`src/rtl/sysram_dec_pkg.sv`:
```
package sysram_dec_pkg;
  localparam int NUM_CHIPS = 2;
  localparam int SIZE_W    = 2;
  localparam int OVL_LO    = 4;
  localparam int OVL_HI    = 5;

  typedef enum logic [SIZE_W-1:0] {
    CHIP_ABSENT = 2'b00,
    CHIP_SMALL  = 2'b01,
    CHIP_LARGE  = 2'b10,
    CHIP_RSVD   = 2'b11
  } chip_size_e;

  typedef struct packed {
    logic [NUM_CHIPS-1:0] small_region;
    logic                 overlay;
  } layout_t;

  // region i length is chosen by control bit (3 - i)
  function automatic int len_bit(input int idx);
    return 3 - idx;
  endfunction
endpackage

```
`src/rtl/sysram_rst_sync.sv`:
```
module sysram_rst_sync (
  input  logic clk,
  input  logic rst_n,
  output logic rst_sync_n
);
  logic meta_q;
  logic sync_q;

  always_ff @(posedge clk or negedge rst_n) begin
    if (!rst_n) begin
      meta_q <= 1'b0;
      sync_q <= 1'b0;
    end else begin
      meta_q <= 1'b1;
      sync_q <= meta_q;
    end
  end

  assign rst_sync_n = sync_q;
endmodule

```
`src/rtl/sysram_ctrl_reg.sv`:
```
module sysram_ctrl_reg
  import sysram_dec_pkg::*;
#(
  parameter int          ADDR_W    = 16,
  parameter int          DATA_W    = 8,
  parameter logic [15:0] CTRL_ADDR = 16'h0110
) (
  input  logic              clk,
  input  logic              rst_n,
  input  logic [ADDR_W-1:0] addr,
  input  logic              wr,
  input  logic [DATA_W-1:0] wdata,
  output logic [DATA_W-1:0] ctrl_q,
  output layout_t           layout
);
  logic              ctrl_en;
  logic [DATA_W-1:0] ctrl_d;

  assign ctrl_en = wr && (addr == ADDR_W'(CTRL_ADDR));

  always_comb begin
    ctrl_d = ctrl_q;
    if (ctrl_en) begin
      ctrl_d = wdata;
    end
  end

  always_ff @(posedge clk or negedge rst_n) begin
    if (!rst_n) begin
      ctrl_q <= '0;
    end else begin
      ctrl_q <= ctrl_d;
    end
  end

  for (genvar i = 0; i < NUM_CHIPS; i++) begin : g_len
    assign layout.small_region[i] = ctrl_q[len_bit(i)];
  end

  assign layout.overlay = &ctrl_q[OVL_HI:OVL_LO];
endmodule

```
`src/rtl/sysram_region.sv`:
```
module sysram_region
  import sysram_dec_pkg::*;
#(
  parameter int ADDR_W      = 16,
  parameter int SMALL_BYTES = 2048,
  parameter int LARGE_BYTES = 8192
) (
  input  layout_t                            layout,
  output logic [NUM_CHIPS-1:0][ADDR_W-1:0]   region_lo,
  output logic [NUM_CHIPS-1:0][ADDR_W-1:0]   region_len
);
  localparam logic [ADDR_W-1:0] SMALL_LEN = ADDR_W'(SMALL_BYTES);
  localparam logic [ADDR_W-1:0] LARGE_LEN = ADDR_W'(LARGE_BYTES);

  for (genvar i = 0; i < NUM_CHIPS; i++) begin : g_reg
    assign region_len[i] = layout.small_region[i] ? SMALL_LEN : LARGE_LEN;
    if (i == 0) begin : g_first
      assign region_lo[i] = '0;
    end else begin : g_next
      assign region_lo[i] = region_lo[i-1] + region_len[i-1];
    end
  end
endmodule

```
`src/rtl/sysram_chip_port.sv`:
```
module sysram_chip_port
  import sysram_dec_pkg::*;
#(
  parameter int ADDR_W      = 16,
  parameter int SMALL_BYTES = 2048,
  parameter int LARGE_BYTES = 8192,
  parameter int LOC_W       = 13
) (
  input  logic [ADDR_W-1:0] offset,
  input  logic              in_window,
  input  logic              overlay,
  input  logic [ADDR_W-1:0] lo,
  input  logic [ADDR_W-1:0] len,
  input  logic [SIZE_W-1:0] size_code,
  output logic              sel,
  output logic [LOC_W-1:0]  local_addr
);
  logic              present;
  logic [LOC_W-1:0]  mask;
  logic [ADDR_W-1:0] rel;
  logic              in_region;

  always_comb begin
    present = 1'b0;
    mask    = '0;
    case (chip_size_e'(size_code))
      CHIP_SMALL: begin
        present = 1'b1;
        mask    = LOC_W'(SMALL_BYTES - 1);
      end
      CHIP_LARGE: begin
        present = 1'b1;
        mask    = LOC_W'(LARGE_BYTES - 1);
      end
      default: begin
        present = 1'b0;
        mask    = '0;
      end
    endcase
  end

  assign rel        = offset - lo;
  assign in_region  = (offset >= lo) && (rel < len);
  assign sel        = in_window && !overlay && present && in_region;
  assign local_addr = rel[LOC_W-1:0] & mask;
endmodule

```
`src/rtl/sysram_decoder.sv`:
```
module sysram_decoder
  import sysram_dec_pkg::*;
#(
  parameter int          ADDR_W      = 16,
  parameter int          DATA_W      = 8,
  parameter logic [15:0] CTRL_ADDR   = 16'h0110,
  parameter logic [15:0] WIN_BASE    = 16'h1000,
  parameter int          SMALL_BYTES = 2048,
  parameter int          LARGE_BYTES = 8192,
  parameter int          LOC_W       = $clog2(LARGE_BYTES)
) (
  input  logic                                clk,
  input  logic                                rst_n,
  input  logic [ADDR_W-1:0]                   cpu_addr,
  input  logic                                cpu_rd,
  input  logic                                cpu_wr,
  input  logic [DATA_W-1:0]                   cpu_wdata,
  input  logic [NUM_CHIPS-1:0][SIZE_W-1:0]    chip_size,
  input  logic [NUM_CHIPS-1:0][DATA_W-1:0]    ram_rdata,
  output logic [NUM_CHIPS-1:0]                ram_cs,
  output logic [NUM_CHIPS-1:0]                ram_we,
  output logic [LOC_W-1:0]                    ram_addr,
  output logic [DATA_W-1:0]                   cpu_rdata
);
  localparam logic [ADDR_W-1:0] BASE     = ADDR_W'(WIN_BASE);
  localparam int                WIN_SPAN = NUM_CHIPS * LARGE_BYTES;
  localparam logic [ADDR_W:0]   WIN_END  = (ADDR_W+1)'(WIN_BASE) + (ADDR_W+1)'(WIN_SPAN);
  localparam logic [DATA_W-1:0] OPEN_BUS = '1;

  logic                               rst_sync_n;
  logic [DATA_W-1:0]                  ctrl_q;
  layout_t                            layout;
  logic [NUM_CHIPS-1:0][ADDR_W-1:0]   region_lo;
  logic [NUM_CHIPS-1:0][ADDR_W-1:0]   region_len;
  logic [NUM_CHIPS-1:0]               sel;
  logic [NUM_CHIPS-1:0][LOC_W-1:0]    local_addr;
  logic [ADDR_W-1:0]                  offset;
  logic                               in_window;
  logic                               access;
  logic                               ctrl_hit;

  sysram_rst_sync u_rst (
    .clk        (clk),
    .rst_n      (rst_n),
    .rst_sync_n (rst_sync_n)
  );

  sysram_ctrl_reg #(
    .ADDR_W    (ADDR_W),
    .DATA_W    (DATA_W),
    .CTRL_ADDR (CTRL_ADDR)
  ) u_ctrl (
    .clk    (clk),
    .rst_n  (rst_sync_n),
    .addr   (cpu_addr),
    .wr     (cpu_wr),
    .wdata  (cpu_wdata),
    .ctrl_q (ctrl_q),
    .layout (layout)
  );

  sysram_region #(
    .ADDR_W      (ADDR_W),
    .SMALL_BYTES (SMALL_BYTES),
    .LARGE_BYTES (LARGE_BYTES)
  ) u_region (
    .layout     (layout),
    .region_lo  (region_lo),
    .region_len (region_len)
  );

  assign in_window = ({1'b0, cpu_addr} >= {1'b0, BASE}) && ({1'b0, cpu_addr} < WIN_END);
  assign offset    = cpu_addr - BASE;
  assign access    = cpu_rd || cpu_wr;
  assign ctrl_hit  = (cpu_addr == ADDR_W'(CTRL_ADDR));

  for (genvar i = 0; i < NUM_CHIPS; i++) begin : g_chip
    sysram_chip_port #(
      .ADDR_W      (ADDR_W),
      .SMALL_BYTES (SMALL_BYTES),
      .LARGE_BYTES (LARGE_BYTES),
      .LOC_W       (LOC_W)
    ) u_port (
      .offset     (offset),
      .in_window  (in_window),
      .overlay    (layout.overlay),
      .lo         (region_lo[i]),
      .len        (region_len[i]),
      .size_code  (chip_size[i]),
      .sel        (sel[i]),
      .local_addr (local_addr[i])
    );

    assign ram_cs[i] = sel[i] && access;
    assign ram_we[i] = sel[i] && cpu_wr;
  end

  always_comb begin
    ram_addr = '0;
    for (int i = 0; i < NUM_CHIPS; i++) begin
      if (sel[i]) begin
        ram_addr = ram_addr | local_addr[i];
      end
    end
  end

  always_comb begin
    cpu_rdata = OPEN_BUS;
    if (ctrl_hit) begin
      cpu_rdata = ctrl_q;
    end else begin
      for (int i = 0; i < NUM_CHIPS; i++) begin
        if (sel[i]) begin
          cpu_rdata = ram_rdata[i];
        end
      end
    end
  end
endmodule

```
`config.mk`:
```
export PLATFORM = sky130hd
export DESIGN_NAME = sysram_decoder
export DESIGN_NICKNAME = d
export VERILOG_FILES = /design/src/rtl/sysram_dec_pkg.sv /design/src/rtl/sysram_rst_sync.sv /design/src/rtl/sysram_ctrl_reg.sv /design/src/rtl/sysram_region.sv /design/src/rtl/sysram_chip_port.sv /design/src/rtl/sysram_decoder.sv
export SDC_FILE = /design/constraint.sdc
export NUM_CORES = 1
export LEC_CHECK = 0
export BUFFER_PORTS_ARGS = -buffer_cell sky130_fd_sc_hd__buf_2
export CORE_ASPECT_RATIO = 0.6
export CORE_MARGIN = 4
export CORE_UTILIZATION = 45
export CTS_CLUSTER_SIZE = 25
export DETAILED_ROUTE_END_ITERATION = 10
export GPL_ROUTABILITY_DRIVEN = 0
export PLACE_DENSITY_LB_ADDON = 0.08
export SYNTH_ARGS = -nofsm -noshare
export SYNTH_HDL_FRONTEND = slang
export SYNTH_SLANG_ARGS = --single-unit
```
`constraint.sdc`:
```
create_clock -name clk -period 9.4 [get_ports clk]
set_input_delay 1.88 -clock clk [delete_from_list [all_inputs] [get_ports clk]]
set_output_delay 1.88 -clock clk [all_outputs]
set_load 0.02 [all_outputs]
```
## Word level (Yosys, flattened, before mapping)

Index checks and enable logic that the tools add are counted.

- Bits of input ports: 48
- Bits in registers: 10
- Output and inout port bits: 25
- Word-level logic and storage cells: 48

- Equality and inequality tests: 5
- Add/subtract/negate cells: 2
- Muxes and demuxes: 11
- Order comparisons: 6
- Reduce and logical (&&, ||, !) cells: 18
- Bitwise gates (word level): 3

Operator list:

| operator | count |
|---|---|
| 13-bit case mux with 2 select lines | 2 |
| 16-bit by 14-bit less-than comparator with 1-bit output | 2 |
| 14-bit 2-to-1 mux | 2 |
| 13-bit AND | 2 |
| 13-bit 2-to-1 mux | 2 |
| 8-bit 2-to-1 mux | 3 |
| 16-bit by 9-bit equality test with 1-bit output (second input constant) | 1 |
| 16-bit by 1-bit >= comparator with 1-bit output (second input constant) | 1 |
| 16-bit by 13-bit >= comparator with 1-bit output (second input constant) | 1 |
| 16-bit by 14-bit >= comparator with 1-bit output | 1 |
| 16-bit by 15-bit less-than comparator with 1-bit output (second input constant) | 1 |
| 16-bit by 13-bit subtractor with 16-bit output (second input constant) | 1 |
| 16-bit by 14-bit subtractor with 16-bit output | 1 |
| 1-bit logical AND | 13 |
| 13-bit OR | 1 |
| 2-bit by 1-bit equality test with 1-bit output (second input constant) | 2 |
| 2-bit equality test (second input constant) | 2 |
| 2-bit OR reduction | 2 |
| 1-bit 2-to-1 mux | 2 |
| 2-bit AND reduction | 1 |
| 1-bit zero test | 1 |
| 1-bit logical OR | 1 |

## Depth between registers and ports, before layout

- Word-level depth: 8
- Mapped depth: 11
- Gate-level depth less buffers: 10

## Cells and area by module

Synthesis repeated with hierarchy kept, for this count alone.

- Cell total of the unflattened synthesis: 547
- Area, all modules: 4107.7 um2

Modules (own cells, without submodules):

| module | instances | seq. area each (um2) | cells each | area an instance (um2) |
|---|---|---|---|---|
| sysram_chip_port | 2 | 0.0 | 193 | 1343.8 |
| sysram_decoder | 1 | 0.0 | 68 | 520.5 |
| sysram_region | 1 | 0.0 | 65 | 476.7 |
| sysram_ctrl_reg | 1 | 200.2 | 25 | 369.1 |
| sysram_rst_sync | 1 | 50.0 | 3 | 53.8 |

## Least setup slack after synthesis

No wires, ideal clock.

- Path type: input -> output
- Start point: in cpu_addr[12]
- End point: out ram_addr[11]
- Arrival: 3952 ps
- Slack: 3568 ps
- Required time: 7520 ps
- Buffers on the path: 0
- Cell stages on the path: 9
- Cells stage by stage: inv_1 ha_1 inv_1 ha_1 xnor2_1 ha_1 a211oi_1 a21bo_2 o21ai_0

- Longest elaborated chain between the ends: 8
- Elaborated cells between the ends (all ways): 19
- Those cells by class: 2 x add/sub; 6 x order compare; 2 x mux; 1 x bitwise; 8 x reduce/logical

Ends and longest elaborated chain:

| item | RTL line | text |
|---|---|---|
| start: declaration | sysram_decoder.sv:14 | `input logic [ADDR_W-1:0] cpu_addr,` |
| parallel branches: the longest is 7 deep, another holds 16-bit by 13-bit subtractor with 16-bit output | n/a |  |
| 13-bit 2-to-1 mux (*) | sysram_decoder.sv:101 | `if (sel[i]) begin` |
| end: declaration | sysram_decoder.sv:22 | `output logic [LOC_W-1:0] ram_addr,` |

Mark *: on every way between the ends.

## Final worst setup path

- Start point: in cpu_addr[12]
- End point: out ram_addr[6]

Same word-level chain as after synthesis.

==> run_results.csv <==
group,metric,value,unit
synthesis,seq_area_frac_synth,22.47,%
place,placedCellCount,228,
power_and_ir_drop,power_frac_comb,29.1,%
critical_path,worst_ep_required_time,7.52,ns
cts,cts_setup_buffers,0,
timing,setup_viol,0,
critical_path,critPathKind,"in2out",
finish,register_area,250.2,um^2
global_routing,antenna_found_initial,0,
route,antenna_left,0,
critical_path,r2r_end,"u_ctrl.ctrl_q[3]$_DFFE_PN0P_",
timing,slew_violations,0,
synthesis,yosys_warnings,0,
finish,multi_input_area,805.8,um^2
route,vias,1265,
power_and_ir_drop,p_leak,0.7980,nW
die,core,0.002261,mm^2
synthesis,synth_top_area_share,22.47,%
flow_run,cap_violations,0,
power_and_ir_drop,cellPowerDensity,89.89,mW/mm^2
critical_path,cpMostUsedCell,"ha_1",
critical_path,crit_slowest_cell,"a21oi_1",
route,wl_per_cell,15.53,um
timing,finalHoldViolCount,0,
cts,path_clk_slew,0.05,ns
place,io_buffers,72,
cts,cts.sinks,10,
critical_path,r2r-start,"u_ctrl.ctrl_q[3]$_DFFE_PN0P_",
global_routing,grt_pass1_vias,1182,
timing,final.min_clock_period,6.585,ns
place,place_ws,2.832,ns
die,die-width,72.22,um
critical_path,crit_chain,"buf_2 -> inv_1 -> ha_1 -> inv_1 -> ha_1 -> xnor2_1 -> ha_1 -> a2111oi_0 -> o211ai_1 -> a21oi_1 -> and2_2 -> buf_2",
power_and_ir_drop,p_clk_share,38.7,%
timing,rsz0062_at_grt,"no",
synthesis,yosys-top-cells-area,"dfrtp_1 (22%), ha_1 (10%), mux2_2 (8.1%)",
cts,holdBufCountCts,0,
cts,clk_latency,0.23,ns
power_and_ir_drop,p_switching,0.03985,mW
finish,instances_no_fill,232,
finish,final_util,67.90,%
synthesis,yosys_most_used_dff,"dfrtp_1",
cts,cts_tree,"yes",
route,drt_iter0_drc,31,
cts,clock_tree.root_cell,"clkbuf_8",
synthesis,syn_area_per_cell,8.436,um^2
synthesis,yosys.cell_types.count,39,
timing,max_freq,151.9,MHz
power_and_ir_drop,p_total,0.1380,mW
critical_path,cp-start-kind,"primary input",
finish,fin_area,0.001535,mm^2
timing,fin_skew,0.001008,ns
timing,tightest_slew,0.7835,ns
global_routing,grt_first_pass_wirelength,5.485,mm
timing,fin_ws,2.815,ns
global_routing,grt_overflow_total,0,
critical_path,reg2regPathDepth,1,
synthesis,netlist_area,0.001114,mm^2
synthesis,syn-instance-count,132,
die,start_util,49.25,%
critical_path,endpoint_kind,"output port",
power_and_ir_drop,switching_share,28.88,%
route,first_pass_iters,4,
route,drc,0,
finish,nets,260,
cts,numCtsBuffers,3,
power_and_ir_drop,intPower,0.09815,mW
finish,final_cell_mix,"buf_2 (72), nor2_1 (12), dfrtp_1 (10)",
die,die_h,46.53,um
critical_path,worst-r2r-setup-slack,8.56,ns
global_routing,track_usage,21.35,%
die,die_area,0.003360,mm^2
power_and_ir_drop,seqPwrFrac,32.2,%
die,rows,13,
finish,fill_cells,205,
timing,whs,0.1455,ns
cts,cts_buffer_depth,2,
cts,cts_resized,0,
synthesis,yosys.area.top_type,"dfrtp_1",
cts,h-tree-depth,1,
place,hpwl,3.020,mm
status,status,"complete, no violations",
synthesis,synth-edff-count,0,
die,ios,73,
finish,antenna_cells,0,
place,placed_area,0.001480,mm^2
critical_path,arrival,4.70,ns
power_and_ir_drop,vdd_ir_drop_max,0.00007437,V
timing,finalSetupTns,0,ns
route,wl,3.602,mm
worst_hold_path,hold_path_class,"reg2async",
critical_path,slowest_delay,0.49,ns
finish,final_common_cell,"buf_2",
finish,area_delta_synth_final,37.86,%
timing,min_period_over_period,70.05,%
synthesis,ys_ff_latch,10,
critical_path,critical_path.max_fanout,11,
global_routing,grt_max_degree,26,
timing,slew_headroom,47.77,%
synthesis,synthArstFlopShare,100.0,%
route,viasPerCell,5.453,
synthesis,syn-num-nets,189,
finish,layout-drive-gt1-share,48.51,%
==> power groups by stage <==
| stage | Combinational (mW) | Sequential, mW | Clock, mW |
|---|---|---|---|
| floorplan | 0.0213 | 0.0448 | 0 |
| global placement | 0.0379 | 0.0450 | 0 |
| detailed placement | 0.0395 | 0.0451 | 0 |
| CTS | 0.0398 | 0.0444 | 0.0541 |
| global route | 0.0441 | 0.0445 | 0.0558 |
| finish | 0.0401 | 0.0444 | 0.0535 |
==> layout make-up <==
type / instances / area share [%]
multi-input combinational: 109 / 52.49
timing repair buffer: 72 / 23.47
sequential: 10 / 16.30
clock buffer: 4 / 3.586
tap: 30 / 2.445
inverter: 7 / 1.711
==> metal layers <==
| metal | part of all wire [%] | vias to the layer above | track usage [%] |
|---|---|---|---|
| met2 | 46 | 58 | 33.63 |
| met4 | 0.64 | 0 | 5.243 |
| met3 | 10 | 2 | 7.625 |
| met1 | 43 | 578 | 28.05 |
| li1 | - | 627 | - |
| met5 | 0 | - | 0 |
==> kinds of logic after synthesis <==
family	after synthesis	synth area share, %
DFF	10	22.47
AOI/OAI and AO/OA	34	22.58
buffers and inverters	13	5.168
xor gates and xnor gates	3	2.360
and+or+nand+nor	54	28.88
adders and majority gates	9	10.11
muxes	8	8.090
other	1	0.3368
==> critical path: cells and delay by family <==
| family | cells | cell delay [ns] |
|---|---|---|
| and+or+nand+nor | 1 | 0.24 |
| xor gates and xnor gates | 1 | 0.14 |
| buffers and inverters | 4 | 0.47 |
| AOI/OAI and AO/OA | 3 | 1.07 |
| adders and majority gates | 3 | 0.89 |
==> sequential cells by signal (all words and copies together) (netlist names) <==
register,flops
u_ctrl.ctrl_q,8
u_rst.meta_q,1
u_rst.rst_sync_n,1
==> worst max-delay path by stage <==
stage                     cells past startpoint    startpoint  slack, ns           end
after floorplan                               9  cpu_addr[12]       3.57  ram_addr[11]
after global placement                       12  cpu_addr[12]       3.02   ram_addr[7]
after detailed placement                     12  cpu_addr[12]       2.83   ram_addr[6]
after CTS                                    12  cpu_addr[12]       2.82   ram_addr[6]
after global routing                         12  cpu_addr[12]       2.57   ram_addr[1]
final                                        12  cpu_addr[12]       2.82   ram_addr[6]
==> cells in the mapped netlist (2+ instances only) <==
cell	instances
nor2_1	12
dfrtp_1	10
and2_2	9
ha_1	9
o31ai_1	9
a31oi_1	8
mux2_2	8
nand2b_1	8
inv_1	7
nand3b_1	4
and2_1	3
nand2_1	3
nand3_1	3
nor4_1	3
o211ai_1	3
o21ai_0	3
a21oi_1	2
and4_1	2
buf_4	2
clkbuf_1	2
nor3_1	2
o211a_1	2
xnor2_1	2
No activity file was read; power rests on OpenSTA's default activity.
